`src/rtl/fsg_pkg.sv`:
```
package fsg_pkg;

    typedef enum logic [0:0] {
        MODE_STROBE = 1'b0,
        MODE_BUS    = 1'b1
    } frame_mode_e;

    typedef struct packed {
        logic locked;
        logic run;
        logic ck;
        logic en_on;
        logic frm;
        logic rdy;
        logic have_prev;
    } gen_state_t;

endpackage

```
`src/rtl/fsg_rst_sync.sv`:
```
module fsg_rst_sync (
    input  logic clk_i,
    input  logic rst_ni,
    output logic rst_no
);
    logic [1:0] sync_d, sync_q;

    always_comb begin
        sync_d = {sync_q[0], 1'b1};
    end

    always_ff @(posedge clk_i or negedge rst_ni) begin
        if (!rst_ni) sync_q <= 2'b00;
        else         sync_q <= sync_d;
    end

    assign rst_no = sync_q[1];
endmodule

```
`src/rtl/fsg_pulse_mon.sv`:
```
module fsg_pulse_mon #(
    parameter int LOW_MAX = 2
) (
    input  logic clk_i,
    input  logic rst_ni,
    input  logic fp_n_i,
    output logic start_o,
    output logic stall_o
);
    localparam int LW = $clog2(LOW_MAX + 1);

    typedef struct packed {
        logic          prev;
        logic [LW-1:0] lowc;
    } mon_state_t;

    mon_state_t s_d, s_q;

    always_comb begin
        s_d      = s_q;
        s_d.prev = fp_n_i;
        if (fp_n_i)                      s_d.lowc = '0;
        else if (s_q.lowc != LW'(LOW_MAX)) s_d.lowc = s_q.lowc + 1'b1;
    end

    always_ff @(posedge clk_i or negedge rst_ni) begin
        if (!rst_ni) s_q <= '{prev: 1'b1, lowc: '0};
        else         s_q <= s_d;
    end

    assign start_o = s_q.prev & ~fp_n_i;
    assign stall_o = ~fp_n_i & (s_q.lowc == LW'(LOW_MAX));
endmodule

```
`src/rtl/fsg_frame_ctr.sv`:
```
module fsg_frame_ctr #(
    parameter int FRAME_CYC = 512,
    parameter int CNT_W     = 10
) (
    input  logic                         clk_i,
    input  logic                         rst_ni,
    input  logic                         run_i,
    input  logic                         start_i,
    output logic [$clog2(FRAME_CYC)-1:0] pos_o,
    output logic [CNT_W-1:0]             len_o,
    output logic                         wrap_o
);
    localparam int PW = $clog2(FRAME_CYC);
    localparam logic [PW-1:0] POS_LAST = PW'(FRAME_CYC - 1);

    typedef struct packed {
        logic [PW-1:0]    pos;
        logic [CNT_W-1:0] len;
    } ctr_state_t;

    ctr_state_t s_d, s_q;

    always_comb begin
        s_d = s_q;
        if (start_i) begin
            s_d.pos = '0;
            s_d.len = '0;
        end else if (run_i) begin
            s_d.pos = (s_q.pos == POS_LAST) ? '0 : s_q.pos + 1'b1;
            if (s_q.len != '1) s_d.len = s_q.len + 1'b1;
        end
    end

    always_ff @(posedge clk_i or negedge rst_ni) begin
        if (!rst_ni) s_q <= '0;
        else         s_q <= s_d;
    end

    assign pos_o  = s_q.pos;
    assign len_o  = s_q.len;
    assign wrap_o = run_i & ~start_i & (s_q.pos == POS_LAST);
endmodule

```
`src/rtl/fsync_clkgen.sv`:
```
module fsync_clkgen
    import fsg_pkg::*;
#(
    parameter int FRAME_CYC = 512,
    parameter int MIN_CYC   = 512,
    parameter int EN_LEN    = 32,
    parameter int LOW_MAX   = 2,
    parameter int CNT_W     = 10
) (
    input  logic clk_i,
    input  logic rst_ni,
    input  logic fp_n_i,
    input  logic mode_i,
    output logic ck_o,
    output logic en1_o,
    output logic en2_o,
    output logic frm_o,
    output logic rdy_o
);
    localparam int PW = $clog2(FRAME_CYC);
    localparam logic [CNT_W-1:0] LEN_OK = CNT_W'(MIN_CYC - 1);

    logic             rst_core_n;
    logic             start, stall, wrap;
    logic [PW-1:0]    pos;
    logic [CNT_W-1:0] len;
    gen_state_t       s_d, s_q;

    fsg_rst_sync u_rst (
        .clk_i  (clk_i),
        .rst_ni (rst_ni),
        .rst_no (rst_core_n)
    );

    fsg_pulse_mon #(.LOW_MAX(LOW_MAX)) u_mon (
        .clk_i   (clk_i),
        .rst_ni  (rst_core_n),
        .fp_n_i  (fp_n_i),
        .start_o (start),
        .stall_o (stall)
    );

    fsg_frame_ctr #(.FRAME_CYC(FRAME_CYC), .CNT_W(CNT_W)) u_ctr (
        .clk_i   (clk_i),
        .rst_ni  (rst_core_n),
        .run_i   (s_q.locked),
        .start_i (start),
        .pos_o   (pos),
        .len_o   (len),
        .wrap_o  (wrap)
    );

    always_comb begin
        s_d     = s_q;
        s_d.frm = start;
        if (start) begin
            s_d.locked    = 1'b1;
            s_d.run       = 1'b1;
            s_d.ck        = 1'b1;
            s_d.en_on     = 1'b1;
            s_d.have_prev = 1'b1;
            s_d.rdy       = s_q.have_prev & (len >= LEN_OK);
        end else begin
            if (s_q.run) s_d.ck = ~s_q.ck;
            if (stall) begin
                s_d.run = 1'b0;
                s_d.ck  = 1'b0;
            end
            if (frame_mode_e'(mode_i) == MODE_BUS && wrap) s_d.en_on = 1'b0;
        end
    end

    always_ff @(posedge clk_i or negedge rst_core_n) begin
        if (!rst_core_n) s_q <= '0;
        else             s_q <= s_d;
    end

    assign ck_o  = s_q.ck;
    assign frm_o = s_q.frm;
    assign rdy_o = s_q.rdy;
    assign en1_o = s_q.en_on & (int'(pos) < EN_LEN);
    assign en2_o = s_q.en_on & (int'(pos) >= EN_LEN) & (int'(pos) < 2 * EN_LEN);
endmodule

```
`config.mk`:
```
export PLATFORM = sky130hd
export DESIGN_NAME = fsync_clkgen
export DESIGN_NICKNAME = d
export VERILOG_FILES = /design/src/rtl/fsg_pkg.sv /design/src/rtl/fsg_rst_sync.sv /design/src/rtl/fsg_pulse_mon.sv /design/src/rtl/fsg_frame_ctr.sv /design/src/rtl/fsync_clkgen.sv
export SDC_FILE = /design/constraint.sdc
export NUM_CORES = 1
export LEC_CHECK = 0
export BUFFER_PORTS_ARGS = -buffer_cell sky130_fd_sc_hd__buf_2
export CAP_MARGIN = 0
export CORE_UTILIZATION = 43
export DETAILED_ROUTE_END_ITERATION = 12
export GPL_TIMING_DRIVEN = 1
export MAX_ROUTING_LAYER = met4
export SLEW_MARGIN = 20
export SYNTH_ARGS = -nofsm -noshare
export SYNTH_HDL_FRONTEND = slang
export SYNTH_SLANG_ARGS = --single-unit
```
`constraint.sdc`:
```
create_clock -name clk_i -period 3.1 [get_ports clk_i]
set_clock_uncertainty 0.2 [all_clocks]
set_input_delay 0.465 -clock clk_i [delete_from_list [all_inputs] [get_ports clk_i]]
set_output_delay 0.465 -clock clk_i [all_outputs]
set_load 0.1 [all_outputs]
```
Word level (Yosys, flattened, before mapping)

Cells that the tools add are included.

Output and inout port bits: 5
Logic and storage cells: 51
Input port bits: 4
Register bits: 30

Equal/unequal tests: 4
$add $sub $neg: 3
Magnitude comparators: 4
Muxes and demuxes: 10
Reductions and logical operators: 8
Bitwise logic cells: 11

Operator list:

| operator                                              | number |
|---|---|
| two-way mux 19 bit                                    | 2 |
| adder 10 x 1 -> 10 bit (second input constant)        | 1 |
| >= comparator 10 x 9 -> 1 bit (second input constant) | 1 |
| two-way mux 10 bit                                    | 1 |
| != test 10 bit (second input constant)                | 1 |
| nonzero test 2 bit                                    | 5 |
| adder 9 x 1 -> 9 bit (second input constant)          | 1 |
| == test 9 bit (second input constant)                 | 1 |
| >= comparator 9 x 6 -> 1 bit (second input constant)  | 1 |
| < comparator 9 x 6 -> 1 bit (second input constant)   | 1 |
| < comparator 9 x 7 -> 1 bit (second input constant)   | 1 |
| two-way mux 9 bit                                     | 1 |
| AND 1 bit                                             | 8 |
| two-way mux 2 bit                                     | 3 |
| two-way mux 3 bit                                     | 1 |
| NOT 1 bit                                             | 3 |
| nonzero test 3 bit                                    | 1 |
| adder 2 x 1 -> 2 bit (second input constant)          | 1 |
| == test 2 bit (second input constant)                 | 1 |
| two-way mux 1 bit                                     | 2 |
| != test 2 bit (second input constant)                 | 1 |
| AND reduction 2 bit                                   | 1 |
| logical AND 1 bit                                     | 1 |

Logic depth before layout (Yosys ltp)

Gate-level depths: netlist of the first run.

Depth after elaboration: 8
Gate-level depth with buffers: 9
Mapped depth without buffers: 8

Cells and area by module

Synthesis of the first run repeated with hierarchy kept, for this count alone.

Cells, all modules: 158
Area total of the unflattened synthesis: 1602.8 um^2

By module, submodules not included:

| module        | area each (um^2) | seq. area each (um^2) | instances | cells an instance |
|---|---|---|---|---|
| fsg_frame_ctr | 1147.4           | 475.5                 | 1         | 120 |
| fsync_clkgen  | 265.3            | 150.1                 | 1         | 23 |
| fsg_pulse_mon | 136.4            | 76.3                  | 1         | 12 |
| fsg_rst_sync  | 53.8             | 50.0                  | 1         | 3 |

Least setup slack after synthesis of the first run

Ideal clock, no wire load.

Path type: register to output
Start point: register u_ctr.s_q (netlist bit u_ctr.pos_o[8])
End point: output en2_o
Cell stages (with the launch flop): 3
Setup slack: -1.182 ns
Arrival: 3.617 ns
Path through: dfrtp_1 -> nand2b_1 -> nor4b_1

Cells in the longest elaborated chain, start to end: 3
Elaborated cells between the ends (all ways): 4
Those cells by class: order compare: 2; bitwise: 2

Ends and longest elaborated chain:

| what                         | RTL line            | RTL |
|---|---|---|
| start: declaration           | fsg_frame_ctr.sv:21 | `ctr_state_t s_d, s_q;` |
| start signal: assignment     | fsg_frame_ctr.sv:35 | `if (!rst_ni) s_q <= '0;` |
| start signal: assignment     | fsg_frame_ctr.sv:36 | `else s_q <= s_d;` |
| >= comparator 9 x 6 -> 1 bit | fsync_clkgen.sv:82  | `assign en2_o = s_q.en_on & (int'(pos) >= EN_LEN) & (int'(pos) < 2 * EN_LEN);` |
| AND 1 bit                    | fsync_clkgen.sv:82  |  |
| AND 1 bit (*)                | fsync_clkgen.sv:82  |  |
| end: declaration             | fsync_clkgen.sv:16  | `output logic en2_o,` |

Mark *: on every way between the ends. The rest lies on a longest branch, timed or not.

Final worst setup path of the first run

Start point: register u_ctr.s_q (netlist bit u_ctr.pos_o[0])
End point: register u_ctr.s_q (netlist bit u_ctr.pos_o[6])

Cells in the longest elaborated chain, start to end: 4
Elaborated cells between the ends (all ways): 5
Those cells by class: add/sub: 1; eq/ne: 1; mux: 3

Ends and longest elaborated chain:

| what                                                  | RTL line            | RTL |
|---|---|---|
| adder 9 x 1 -> 9 bit or == test 9 bit (tied branches) | fsg_frame_ctr.sv:29 | `s_d.pos = (s_q.pos == POS_LAST) ? '0 : s_q.pos + 1'b1;` |
| two-way mux 9 bit (*)                                 | fsg_frame_ctr.sv:29 |  |
| two-way mux 19 bit (*)                                | fsg_frame_ctr.sv:28 | `end else if (run_i) begin` |
| two-way mux 19 bit (*)                                | fsg_frame_ctr.sv:25 | `if (start_i) begin` |

Mark *: on every way between the ends. The rest lies on a longest branch, timed or not. The select of a mux whose other input is x is not followed.
A chain may end at the register's enable or synchronous reset.

==> results.sh, run 1 <==
export IMPL_yosysSeqAreaShare_pct=51.50
export IMPL_cp_required_ps=3170
export IMPL_io_pins=9
export IMPL_fin_tns_setup_ps=0
export IMPL_max_cap_violations=0
export IMPL_io_buffers=8
export IMPL_numCtsBuffers=5
export IMPL_area_delta_synth_final_pct=10.20
export IMPL_dr_wl_met2_um=1069
export IMPL_synth_warnings=0
export IMPL_wl_met3_um=94
export IMPL_yosys_cell_types_count=42
export IMPL_critPathArrivalTime_ps=2570
export IMPL_clk_latency_ps=320
export IMPL_fin_crit_sh_pct=80.59
export IMPL_path_max_fanout=12
export IMPL_rsz0062_at_grt="no"
export IMPL_p_leak_nw=0.7784
export IMPL_final_core_util_pct=51.44
export IMPL_diodes=0
export IMPL_ys_flop_type="dfrtp_1"
export IMPL_vdd_drop_max_uv=452.0
export IMPL_reg2reg_slack_ps=600
export IMPL_cts_setup_buffers=0
export IMPL_cts_sinks=30
export IMPL_p_sw_mw=0.3373
export IMPL_grt_pass1_vias=963
export IMPL_drive_gt1_share_pct=15.72
export IMPL_layout_common_cells="dfrtp_1 (28), nand2_1 (14), o21ai_0 (12), nor2_1 (9), nand3_1 (9)"
export IMPL_die_height_um=60.27
export IMPL_die_w_um=60.27
export IMPL_wl_met1_um=1306
export IMPL_fillers=302
export IMPL_synthesis_nets=156
export IMPL_rows=20
export IMPL_hpwl_um=1724
export IMPL_tightest_slew_ps=673.6
export IMPL_p_total_mw=0.9843
export IMPL_top_layer="met4"
export IMPL_grt_max_degree=29
export IMPL_slew_violations=0
export IMPL_dieArea_mm2=0.003632
export IMPL_hold_viol_final=0
export IMPL_wl_per_cell_um=12.38
export IMPL_post_route_drc_count=0
export IMPL_drtPass1Iterations=4
export IMPL_start_util_pct=46.68
export IMPL_reg2reg_depth=8
export IMPL_power_internal_mw=0.6470
export IMPL_cts_tree="yes"
export IMPL_cp_endpoint="u_ctr.pos_o[6]$_DFFE_PN0P_"
export IMPL_layout_commonest_cell="dfrtp_1"
export IMPL_timing_rr_start="u_ctr.pos_o[0]$_DFFE_PN0P_"
export IMPL_synth_edf_count=0
export IMPL_root_buffer="clkbuf_4"
export IMPL_grt_usage_pct=16.90
export IMPL_ant_nets=0
export IMPL_wl_um=2513
export IMPL_hold_path_class="input pin to flop"
export IMPL_overflow=0
export IMPL_p_clk_share_pct=24.7
export IMPL_fin_cells=203
export IMPL_grt_pass1_wl_um=4243
export IMPL_syn_inst=147
export IMPL_drt_iter0_drc=44
export IMPL_sequentialPowerShare_pct=53.0
export IMPL_nets=167
export IMPL_outcome="finished clean"
export IMPL_setup_viol=0
export IMPL_hold_start="fp_n_i"
export IMPL_design_area_mm2=0.001609
export IMPL_placed_cell_area_mm2=0.001535
export IMPL_synth_avg_cell_area_um2=9.933
export IMPL_switching_share_pct=34.27
export IMPL_core_area_mm2=0.003128
export IMPL_clkSlewWorstSetupHoldPaths_ps=100
export IMPL_async_reset_ff_share_pct=100.0
export IMPL_seq_area_um2=753.2
export IMPL_fmax_mhz=400.3
export IMPL_power_density_mw_per_mm2=611.7
export IMPL_h_tree_depth=2
export IMPL_netlist_area_mm2=0.001460
export IMPL_multi_input_area_um2=656.9
export IMPL_slew_headroom_pct=54.83
export IMPL_routed_via_density=5.286
export IMPL_start_kind="flop"
export IMPL_via_count=1073
export IMPL_r2r_end="u_ctr.pos_o[6]$_DFFE_PN0P_"
export IMPL_worst_setup_path_end_kind="flop"
export IMPL_ys_ff_latch=30
export IMPL_pwr_share_comb_pct=22.3
export IMPL_crit_type="flop to flop"
export IMPL_gp_congestion=0.8017
export IMPL_clk_path_buf_depth=2
export IMPL_fin_crit_ps=2498
export IMPL_antenna_found_initial=0
export IMPL_post_place_cells=194
export IMPL_crit_start="u_ctr.pos_o[0]$_DFFE_PN0P_"
[cell usage after synthesis (3+ instances only)]
cell     number  area, µm²
xor2_1        3      26.28
nand3_1       9      45.04
a21oi_1       4      20.02
dfrtp_1      29      725.7
nor2_1        9      33.78
o21ai_0      12      60.06
nor3_1        3      15.01
inv_1         8      30.03
xnor2_1       3      26.28
a31oi_1       3      18.77
buf_2         3      15.01
nand2_1      14      52.55
nand4_1       3      18.77
ha_1          5      62.56
and3_1        7      43.79
[worst min path at each step]
stage | end | slack (ps) | depth (start not counted)
after floorplan | u_rst.sync_q[0]$_DFF_PN0_ | -30 | 0
after global placement | u_rst.sync_q[1]$_DFF_PN0_ | 50 | 1
after detailed placement | u_rst.sync_q[0]$_DFF_PN0_ | 50 | 1
after CTS | u_mon.s_q[2]$_DFF_PN1_ | 50 | 1
after global routing | u_mon.s_q[2]$_DFF_PN1_ | 50 | 1
final | u_mon.s_q[2]$_DFF_PN1_ | 70 | 1
[per-layer routing]
metal / vias up / GRT usage (%)
li1: 540 / -
met1: 509 / 22.24
met2: 19 / 24.02
met3: 5 / 4.545
met4: 0 / 7.973
met5: - / -
[power groups by stage]
| stage | logic [mW] | clock network, mW | registers (mW) |
|---|---|---|---|
| 6_report | 0.219 | 0.243 | 0.522 |
| 3_3_place_gp | 0.211 | 0 | 0.526 |
| 4_1_cts | 0.223 | 0.255 | 0.522 |
| 2_1_floorplan | 0.133 | 0 | 0.568 |
| 5_1_grt | 0.248 | 0.270 | 0.533 |
| 3_5_place_dp | 0.220 | 0 | 0.530 |
[metrics by stage]
| stage | hold WS [ps] | worst slack, ps |
|---|---|---|
| 2_1_floorplan | -30.59 | 189.4 |
| 3_3_place_gp | 49.98 | 701.2 |
| 3_5_place_dp | 54.62 | 614.3 |
| 4_1_cts | 51.38 | 588.5 |
| 5_1_grt | 50.04 | 428.5 |
| 6_report | 69.37 | 601.8 |
[logic make-up after synthesis]
logic type | after synthesis | share of synthesized area (%)
buf+inv | 13 | 4.370
fa+ha+maj | 5 | 4.284
simple gates | 61 | 22.28
xor+xnor | 6 | 3.600
compound gates | 30 | 13.03
other cells | 1 | 0.2568
flops | 30 | 51.50
mux | 1 | 0.6855
[cell type report]
type / count / share of cell area [%]
tap: 44 / 3.421
sequential: 30 / 46.81
multi-input combinational: 104 / 40.82
clock inverter: 2 / 0.7776
clock buffer: 6 / 3.188
inverter: 8 / 1.866
timing repair buffer: 9 / 3.110
[state kept, by name, summed over array words and instances, names as in the netlist]
register      count
u_rst.sync_q      2
s_q               3
u_ctr.pos_o       9
u_mon.s_q         3
rdy_o             1
frm_o             1
u_ctr.len_o      10
ck_o              1
[critical path, cell delays in order, from the launching register on]
cell      delay, ps
dfrtp_1         440
ha_1            230
and3_1          200
and3_1          200
and3_1          180
ha_1            180
nand3b_1        380
o21ai_0         270
a22o_1          160
[timing repair]
action / 4_1_cts / 5_1_grt
endpoints found under the hold margin: 2 / 0
gates resized for setup: 0 / 0
hold buffers: 1 / 0
No activity file was read; power rests on OpenSTA's default activity.
==> inputs of run 2 (changes only) <==
Clock period 3.1 ns to 2.4 ns, I/O delays scaled along.
==> results.sh, run 2 (synthesized netlist as in run 1, its figures left out) <==
export IMPL_fmax_mhz=434.9
export IMPL_layout_commonest_cell="dfrtp_1"
export IMPL_drt_iter0_drc=34
export IMPL_crit_start="u_ctr.pos_o[1]$_DFFE_PN0P_"
export IMPL_cp_required_ps=2480
export IMPL_start_util_pct=46.68
export IMPL_numCtsBuffers=5
export IMPL_cts_tree="yes"
export IMPL_grt_util_met1_pct=23.78
export IMPL_nets=178
export IMPL_seq_area_um2=752.0
export IMPL_path_max_fanout=5
export IMPL_reg2reg_depth=9
export IMPL_critPathArrivalTime_ps=2380
export IMPL_grt_usage_pct=17.98
export IMPL_slew_violations=0
export IMPL_root_buffer="clkbuf_4"
export IMPL_hold_path_class="flop to async pin"
export IMPL_met3_usage_pct=6.277
export IMPL_largest_reg_flops=10
export IMPL_layout_common_cells="dfrtp_1 (29), nand2_1 (14), o21ai_0 (10)"
export IMPL_post_route_drc_count=0
export IMPL_h_tree_depth=2
export IMPL_wl_per_cell_um=12.82
export IMPL_reg2reg_slack_ps=100
export IMPL_diodes=0
export IMPL_fin_crit_sh_pct=95.80
export IMPL_clkSlewWorstSetupHoldPaths_ps=100
export IMPL_clk_path_buf_depth=2
export IMPL_dieArea_mm2=0.003632
export IMPL_hold_viol_final=0
export IMPL_holdWs_ps=45.40
export IMPL_start_kind="flop"
export IMPL_fin_crit_ps=2299
export IMPL_gp_congestion=0.8273
export IMPL_outcome="finished clean"
export IMPL_crit_type="flop to flop"
export IMPL_met2_usage_pct=24.65
export IMPL_p_leak_nw=0.8403
export IMPL_wl_um=2744
export IMPL_io_buffers=8
export IMPL_fillers=283
export IMPL_r2r_end="u_ctr.pos_o[7]$_DFFE_PN0P_"
export IMPL_rsz0062_at_grt="no"
export IMPL_die_w_um=60.27
export IMPL_drtPass1Iterations=4
export IMPL_power_density_mw_per_mm2=800.1
export IMPL_timing_rr_start="u_ctr.pos_o[1]$_DFFE_PN0P_"
export IMPL_worst_setup_path_end_kind="flop"
export IMPL_grt_pass1_wl_um=4505
export IMPL_antenna_found_initial=0
export IMPL_vdd_drop_max_uv=631.3
export IMPL_fin_tns_setup_ps=0
export IMPL_overflow=0
export IMPL_ant_nets=0
export IMPL_multi_input_area_um2=689.4
export IMPL_cp_endpoint="u_ctr.pos_o[7]$_DFFE_PN0P_"
export IMPL_grt_pass1_vias=992
export IMPL_drive_gt1_share_pct=21.76
export IMPL_rows=20
export IMPL_max_cap_violations=0
export IMPL_area_delta_synth_final_pct=19.71
export IMPL_die_height_um=60.27
export IMPL_via_count=1138
export IMPL_setup_viol=0
export IMPL_grt_busiest_layer="met2"
export IMPL_grt_max_degree=29
export IMPL_clk_latency_ps=330
export IMPL_routed_via_density=5.318
export IMPL_core_area_mm2=0.003128
export IMPL_hpwl_um=1830
export IMPL_io_pins=9
export IMPL_cts_sinks=30
[run 2: cell count changes in the layout (fill, tap and decap cells not counted), sizes merged]
cell,before,now
clkinv,1,0
buf,8,18
dlygate4sd3,1,2
clkbuf,6,5
clkinvlp,1,2
bufinv,0,1
[run 2: repair_timing]
action	CTS	global route
hold buffers	2	0
endpoints found under the hold margin	3	0
setup endpoints to repair	3	8
buffers inserted	2	2
gates resized for setup	0	6
[run 2: through the flow]
stage / cell area, µm² / total power [mW] / instances / setup WS (ps) / util (%)
global route: 1748 / 1.494 / 214 / 15.99 / 55.88
finish: 1748 / 1.399 / 214 / 100.8 / 55.88
detailed placement: 1597 / 0.9792 / 200 / 11.45 / 51.04
global placement: 1597 / 0.9607 / 200 / 105.1 / 51.04
floorplan: 1490 / 0.9055 / 147 / 176.9 / -
CTS: 1714 / 1.401 / 212 / 34.17 / 54.80
[run 2: report_power, final]
group | internal [mW] | switching [mW] | total, mW
Clock | 0.218 | 0.187 | 0.405
Sequential | 0.589 | 0.0752 | 0.664
Combinational | 0.130 | 0.199 | 0.329
Total | 0.938 | 0.461 | 1.40
[run 2: how the worst min path moves through the flow]
| stage | start | endpoint | slack (ps) | depth (start not counted) |
|---|---|---|---|---|
| CTS | u_rst.sync_q[1]$_DFF_PN0_ | u_mon.s_q[0]$_DFFE_PN0N_ | 60 | 1 |
| global route | u_rst.sync_q[1]$_DFF_PN0_ | u_ctr.pos_o[3]$_DFFE_PN0P_ | 90 | 1 |
| floorplan | rst_ni | u_rst.sync_q[0]$_DFF_PN0_ | -140 | 0 |
| finish | u_rst.sync_q[1]$_DFF_PN0_ | u_ctr.pos_o[7]$_DFFE_PN0P_ | 50 | 1 |
| detailed placement | rst_ni | u_rst.sync_q[1]$_DFF_PN0_ | -50 | 1 |
| global placement | rst_ni | u_rst.sync_q[0]$_DFF_PN0_ | -60 | 1 |
[run 2: critical path: stages, from the launching register on]
cell and delay [ps]:
dfrtp_1 410, ha_1 210, and3_4 190, and3_4 180
and3_1 180, ha_1 180, nand3b_1 210, buf_6 170
nor3_2 160, o22a_1 150
[run 2: cell type report]
cell class	count	share of cell area (%)
clock buffer	5	2.147
tap	44	3.150
clock inverter	3	2.577
multi-input combinational	104	39.44
timing repair buffer	20	7.946
inverter	8	1.718
sequential	30	43.02
[run 2: per-layer routing]
| metal | vias up | wire length (µm) |
|---|---|---|
| met3 | 4 | 126 |
| met5 | - | 0 |
| met2 | 18 | 1260 |
| met1 | 550 | 1313 |
| met4 | 0 | 43 |
| li1 | 566 | - |
